**config.mk**
```make
export PLATFORM = sky130hd
export DESIGN_NAME = rx_ring_dma
export DESIGN_NICKNAME = d
export VERILOG_FILES = /design/src/rtl/rx_ring_dma.sv
export SDC_FILE = /design/constraint.sdc
export NUM_CORES = 1
export LEC_CHECK = 0
export BUFFER_PORTS_ARGS = -buffer_cell sky130_fd_sc_hd__buf_2
export CAP_MARGIN = 0
export CORE_UTILIZATION = 45
export CTS_CLUSTER_DIAMETER = 80
export DETAILED_ROUTE_END_ITERATION = 10
export PLACE_DENSITY = 0.77
export SYNTH_ARGS = -nofsm -noshare
export SYNTH_HDL_FRONTEND = slang
export SYNTH_SLANG_ARGS = --single-unit
```
**constraint.sdc**
```tcl
create_clock -name clk -period 4.32 [get_ports clk]
set_clock_uncertainty 0.1 [all_clocks]
set_input_delay 0.648 -clock clk [delete_from_list [all_inputs] [get_ports clk]]
set_output_delay 0.648 -clock clk [all_outputs]
set_load 0.03 [all_outputs]
```
**src/rtl/rx_ring_dma.sv**
```systemverilog
module rx_ring_dma #(
  parameter int POLL_W = 8,
  parameter int POLL_RESET = 7
) (
  input  logic              clk,
  input  logic              rst_n,
  input  logic              cmd_valid,
  input  logic [1:0]        cmd_code,
  input  logic [31:0]       first_addr,
  input  logic              poll_wr,
  input  logic [POLL_W-1:0] poll_val,
  input  logic              rx_valid,
  input  logic [7:0]        rx_data,
  input  logic              rx_sop,
  input  logic              rx_eop,
  output logic              rx_ready,
  output logic              mem_req,
  output logic              mem_we,
  output logic [31:0]       mem_addr,
  output logic [31:0]       mem_wdata,
  output logic [3:0]        mem_be,
  input  logic              mem_ack,
  input  logic [31:0]       mem_rdata,
  output logic              busy
);
  localparam logic [1:0] CMD_START = 2'b01;
  localparam logic [1:0] CMD_STOP  = 2'b10;
  localparam int SIZE_W = 22;
  localparam int CNT_W  = 17;

  typedef enum logic [2:0] {
    S_OFF, S_RD_PAR, S_RD_NXT, S_RD_BUF, S_HOLD, S_RECV, S_WR_DAT, S_WR_STA
  } state_t;

  state_t              state;
  logic [27:0]         cur_d, nxt_d;
  logic [29:0]         wptr;
  logic [SIZE_W-1:0]   size_q, cnt;
  logic [31:0]         wbuf;
  logic [3:0]          be;
  logic [POLL_W-1:0]   poll, pcnt;
  logic                inframe, drop, fin, eopf, stop_pend;
  logic                unused_lo;

  wire [1:0] lane     = cnt[1:0];
  wire       acc      = rx_valid && rx_ready;
  wire       stop_req = busy && (stop_pend || (cmd_valid && cmd_code == CMD_STOP));
  wire       can_stop = !mem_req || mem_ack;
  wire       take     = acc && !drop && (inframe || rx_sop);
  wire [31:0] status  = {1'b1, 1'b1, eopf, 12'd0, cnt[CNT_W-1:0]};

  assign unused_lo = ^first_addr[3:0];
  assign busy      = state != S_OFF;
  assign rx_ready  = drop || state == S_RECV;
  assign mem_req   = state inside {S_RD_PAR, S_RD_NXT, S_RD_BUF, S_WR_DAT, S_WR_STA};
  assign mem_we    = state inside {S_WR_DAT, S_WR_STA};
  assign mem_be    = state == S_WR_STA ? 4'hF : state == S_WR_DAT ? be : 4'h0;
  assign mem_wdata = state == S_WR_STA ? status : state == S_WR_DAT ? wbuf : 32'd0;

  always_comb begin
    case (state)
      S_RD_PAR: mem_addr = {cur_d, 4'h0};
      S_RD_NXT: mem_addr = {cur_d, 4'h4};
      S_RD_BUF: mem_addr = {cur_d, 4'h8};
      S_WR_STA: mem_addr = {cur_d, 4'hC};
      S_WR_DAT: mem_addr = {wptr, 2'b00};
      default:  mem_addr = 32'd0;
    endcase
  end

  always_ff @(posedge clk) begin
    if (!rst_n) begin
      state     <= S_OFF;
      cur_d     <= '0;
      nxt_d     <= '0;
      wptr      <= '0;
      size_q    <= '0;
      cnt       <= '0;
      wbuf      <= '0;
      be        <= '0;
      poll      <= POLL_W'(POLL_RESET);
      pcnt      <= '0;
      inframe   <= 1'b0;
      drop      <= 1'b0;
      fin       <= 1'b0;
      eopf      <= 1'b0;
      stop_pend <= 1'b0;
    end else begin
      if (poll_wr) poll <= poll_val;
      if (acc && drop && rx_eop) drop <= 1'b0;
      if (stop_req && can_stop) begin
        state     <= S_OFF;
        stop_pend <= 1'b0;
        drop      <= 1'b0;
        inframe   <= 1'b0;
        be        <= '0;
        fin       <= 1'b0;
      end else begin
        if (stop_req) stop_pend <= 1'b1;
        case (state)
          S_OFF: if (cmd_valid && cmd_code == CMD_START) begin
            cur_d <= first_addr[31:4];
            state <= S_RD_PAR;
          end
          S_RD_PAR: if (mem_ack) begin
            if (mem_rdata[31]) begin
              pcnt  <= poll;
              state <= S_HOLD;
            end else begin
              size_q <= mem_rdata[SIZE_W-1:0];
              state  <= S_RD_NXT;
            end
          end
          S_HOLD: begin
            if (pcnt == '0) state <= S_RD_PAR;
            else pcnt <= pcnt - POLL_W'(1);
          end
          S_RD_NXT: if (mem_ack) begin
            nxt_d <= mem_rdata[31:4];
            state <= S_RD_BUF;
          end
          S_RD_BUF: if (mem_ack) begin
            wptr    <= mem_rdata[31:2];
            cnt     <= '0;
            be      <= '0;
            wbuf    <= '0;
            fin     <= 1'b0;
            eopf    <= 1'b0;
            inframe <= 1'b0;
            state   <= S_RECV;
          end
          S_RECV: if (take) begin
            if (cnt == size_q) begin
              inframe <= 1'b0;
              eopf    <= 1'b0;
              fin     <= 1'b1;
              drop    <= !rx_eop;
              state   <= (be != 4'h0) ? S_WR_DAT : S_WR_STA;
            end else begin
              wbuf[{lane, 3'b000} +: 8] <= rx_data;
              be[lane] <= 1'b1;
              cnt      <= cnt + SIZE_W'(1);
              inframe  <= !rx_eop;
              if (rx_eop) begin
                eopf  <= 1'b1;
                fin   <= 1'b1;
                state <= S_WR_DAT;
              end else if (lane == 2'd3) begin
                state <= S_WR_DAT;
              end
            end
          end
          S_WR_DAT: if (mem_ack) begin
            be    <= '0;
            wbuf  <= '0;
            wptr  <= wptr + 30'd1;
            state <= fin ? S_WR_STA : S_RECV;
          end
          S_WR_STA: if (mem_ack) begin
            cur_d <= nxt_d;
            state <= S_RD_PAR;
          end
          default: state <= S_OFF;
        endcase
      end
    end
  end
endmodule

```
# After elaboration in Yosys (flattened, before gate mapping)
# Index checks and enable logic that the tools add are counted.
dict set report totals {
  register_bits 190
  output_inout_bits 72
  in_bits 90
  wordCells 154
}
dict set report classes {
  shifts 2
  add_sub_neg 4
  bitwise 4
  n_eq_ne 25
  order_cmp 2
  muxes 60
  n_reduce_logical 42
}
# cell n
set op_table {}
lappend op_table {{$mux W32} 5}
lappend op_table {{$pmux W32 S5} 1}
lappend op_table {{$mux W22} 3}
lappend op_table {{$pmux W32 S2} 1}
lappend op_table {{$mux W30} 2}
lappend op_table {{$pmux W30 S2} 1}
lappend op_table {{$mux W28} 2}
lappend op_table {{$pmux W28 S2} 1}
lappend op_table {{$pmux W22 S2} 1}
lappend op_table {{$mux W3} 12}
lappend op_table {{$bwmux W32} 1}
lappend op_table {{$shift A8 B7 Y32 const A} 1}
lappend op_table {{$shiftx A8 B7 Y32} 1}
lappend op_table {{$add A30 B1 Y30 const B} 1}
lappend op_table {{$mux W8} 3}
lappend op_table {{$pmux W3 S8} 1}
lappend op_table {{$add A22 B1 Y22 const B} 1}
lappend op_table {{$eq A22 B22 Y1} 1}
lappend op_table {{$ne A2 B2 Y1 const B} 11}
lappend op_table {{$mux W4} 5}
lappend op_table {{$reduce_and A4 Y1} 5}
lappend op_table {{$reduce_and A5 Y1} 4}
lappend op_table {{$pmux W8 S2} 1}
lappend op_table {{$mux W1} 14}
lappend op_table {{other kinds (30)} 60}

# Logic depth before layout (Yosys ltp)
dict set report logic_depth {
  depth_word 9
  depth_mapped 9
}

# Least setup slack after synthesis
# No wires, ideal clock.
dict set report synth_path {
  kind {flip-flop to output port}
  from {register state[0]}
  to {output mem_addr[14]}
  path_slack_ns 1.690
  path_buffers 3
  t_arrival_ns 1.882
  stages_incl_launch_ff 8
  required_time_ns 3.572
  cell_sequence {dfxtp_1 -> buf_4 -> clkbuf_1 -> nor2_1 -> o21ai_1 -> clkbuf_1 -> nand2_1 -> o21ai_0}
}
dict set report synth_via {
  elab_chain_cells 2
  elab_cells_between_ends 6
}
# element line
set synth_rtl {}
lappend synth_rtl {{start: declaration} 35} ;# state_t state;
lappend synth_rtl {{start signal: assignment} 138} ;# state <= (be != 4'h0) ? S_WR_DAT : S_WR_STA;
lappend synth_rtl {{start signal: assignment} 157} ;# state <= fin ? S_WR_STA : S_RECV;
lappend synth_rtl {{$eq A3 B3 Y1, or another cell as far along} 61} ;# case (state)
lappend synth_rtl {{$pmux W32 S5 *} 61}
lappend synth_rtl {{end: declaration} 19} ;# output logic [31:0] mem_addr,
# Mark *: on every way between the ends. The rest lies on a longest branch, timed or not.

# Worst setup path after layout
dict set report layout_path {
  from {register state[1]}
  to {output mem_addr[21]}
}
# The elaborated chain is that of the path after synthesis.

==> summary.md <==
| Metric | Value |
|---|---|
| Standby leakage power | 4.54 nW |
| Pwr Density | 361 nW/um2 |
| Worst path bufs/invs | 2 |
| Worst VDD drop | 0.000281 V |
| Worst path required time | 3570 ps |
| Hold Vio Cnt, Final | 0 |
| Final Max Slew Viols | 0 |
| Mapped Cells | 1246 |
| Post-Syn Area | 10100 um2 |
| Share of the synthesized area in the top cell type | 37.7% |
| Drt drc | 0 |
| Final WL | 27600 um |
| Row cnt | 54 |
| Crit-path cells | and3b_2, buf_4, a22o_1, buf_2 |
| Clk root buf | clkbuf_16 |
| Antenna viol nets, final | 0 |
| CTS hold repair buffers | 0 |
| Final period utilization | 83.3% |
| Die Width | 152 um |
| CTS tree | yes |
| Worst Setup Start Kind | flip-flop |
| Synth unique cells | 74 |
| Initial drt markers | 749 |
| Sequential area share after synthesis | 37.7% |
| CP max-delay cell | and3b_2 |
| Min-Delay Path Class | input pin to flip-flop |
| Mean Syn Cell Area | 8.10 um2 |
| Cts repair resizes | 0 |
| Inst Count DP | 1606 |
| GR Util All Layers | 24.1% |
| Die area | 23000 um2 |
| WL per Instance | 16.8 um |
| I/O Buffers | 155 |
| Area leader, netlist | dfxtp_1 |
| Finished Layout Cells | 1638 |
| I/O pins | 162 |
| Vias in the first global route | 8660 |
| Synth-to-Final Area Change | 14.2% |
| RSZ-0062 raised after global routing | no |
| Total core area | 21900 um2 |
| Num CTS Buffers | 17 |
| Clock-pin slew on the worst setup and hold paths | 70 ps |
| Total gr overflow | 0 |
| Post-DP HPWL | 19200 um |
| CP arrival | 2850 ps |
| CP max FO | 50 |
| Async set-reset flop share out of synthesis | 0% |
| Synth top area cells | dfxtp_1 (38%), mux2i_1 (8.9%), nand2_1 (7.7%), a21oi_1 (5.7%), nor2_1 (4.8%) |
| Gpl congestion | 0.886 |
| Max-Cap Viols | 0 |
| Vias | 9501 |
| Clock Tree Buf Depth | 2 |
| Layout cells sized above 1 | 18.2% |
| Ys flop type | dfxtp_1 |
| Finish-stage setup viols | 0 |
| Post-synth EDFFs | 0 |
| Max-Slew Margin vs Limit | 26.3% |
| # Post-CTS Setup Buffers | 0 |
| Layout Nets | 1446 |
| Antenna violations before repair | 0 |
| CP Class | flip-flop to primary output |
| Fillcell total | 2080 |
| Starting Density | 46.1% |
| Fmax | 0.278 GHz |
| Drt pass-1 iters | 5 |
| Delay of the slowest cell on the worst path | 940 ps |
| Post-layout min period | 3600 ps |
| Largest net degree at the start of global routing | 87 |
| Worst Setup End Kind | primary output |
| Outcome | completed |
| CP top delay family | simple AND/OR/NAND/NOR gates |
| Vias per Instance | 5.80 |
| # clock sinks | 190 |
| FF+latch count, synth | 190 |
| Die Height | 152 um |
| First-pass GRT wire length | 43700 um |
| YS warnings | 0 |
| ANT cells | 0 |
| Worst slew pin tran | 1100 ps |
| CTS H-tree lvls | 4 |
| Setup TNS | 0 ps |
| Worst-skew pair later-pin latency | 440 ps |
## layout by cell type, fill, tap and decap left out, types with 5 or more instances in the layout
cell	netlist	final
nand2_1	206	206
dfxtp_1	190	189
buf_2	25	155
nor2_1	130	130
a21oi_1	115	115
mux2i_1	90	90
nand3_1	65	65
o21ai_0	43	42
a211oi_1	33	33
a22o_1	23	23
xor2_1	20	20
and2_1	19	19
or3_1	17	17
clkbuf_16	0	17
inv_1	17	16
buf_4	6	15
nor3_1	11	11
and4_1	11	11
ha_1	11	11
a31oi_1	10	10
o221a_2	10	10
nand4_1	8	8
nor4_2	7	8
nor4_1	9	8
and3_1	7	7
inv_8	0	7
a41oi_1	6	6
a22oi_1	6	6
or2_2	5	5
o31ai_1	5	5
## stage by stage
stage               hold WS, ps  power (W)  utilization [%]  setup slack [ps]  instance area [um2]
finish                      324    0.00417             52.7               721                11500
global route                343    0.00432             52.7               595                11500
CTS                         319    0.00418             52.7               781                11500
detailed placement          346    0.00253             49.9              1250                10900
global placement            338    0.00252             49.9              1290                10900
floorplan                   330    0.00235                -              1690                10100
## final cells by class
class	instances	area (um2)	area share (%)
clock buffer	17	425	3.69
clock inverter	15	193	1.67
inverter	17	65.1	0.564
multi-input combinational	949	5810	50.4
sequential	190	3800	33.0
tap	280	350	3.04
timing repair buffer	170	888	7.70
## kinds of logic (layout without fill, tap and decap cells)
kind of cell	Yosys count	after routing	synth area share (%)
xor+xnor	24	24	2.08
compound gates	298	298	20.2
fa+ha+maj	11	11	1.36
mux	91	91	9.03
buf+inv	108	219	5.07
other cells	1	2	0.0371
simple gates	523	523	24.6
flops	190	190	37.7
## layer usage
| layer | vias up | global-route usage, % | routed length, um |
|---|---|---|---|
| met3 | 49 | 3.62 | 1980 |
| met4 | 0 | 9.60 | 683 |
| li1 | 4625 | - | - |
| met2 | 383 | 39.2 | 12900 |
| met5 | - | 0 | 0 |
| met1 | 4444 | 32.0 | 12000 |
## cell usage after synthesis (all sizes together) (20+ instances only)
library cell and n:
a211oi 33, a21oi 119, a22o 23, and2 20, buf 48, clkbuf 43
dfxtp 190, mux2i 90, nand2 207, nand3 65, nor2 131, o21ai 48
xor2 20
## sequential cells by signal, indices dropped and copies added, names as in the netlist, 8 cells and up
register  cells
wbuf         32
pcnt          8
wptr         30
cnt          22
poll          8
cur_d        28
size_q       22
nxt_d        28
## path summary, 6_finish.rpt
| path | startpoint | end | slack, ps | cells after the start |
|---|---|---|---|---|
| setup reg to reg | state[1]$_SDFFE_PP0P_ | cnt[4]$_SDFFE_PN0P_ | 1310 | 5 |
| hold reg to reg | nxt_d[1]$_SDFFE_PN0P_ | nxt_d[1]$_SDFFE_PN0P_ | 360 | 2 |
| hold / removal | rx_valid | drop$_SDFF_PP0_ | 320 | 2 |
| setup / recovery | state[1]$_SDFFE_PP0P_ | mem_addr[21] | 720 | 4 |
## power breakdown
part | total [W] | switching, W | leakage (nW) | internal (W)
registers | 0.00186 | 0.0000506 | 1.54 | 0.00181
logic | 0.000640 | 0.000430 | 2.71 | 0.000210
clock network | 0.00167 | 0.000783 | 0.300 | 0.000889
Power figures use the tool's default switching activity.
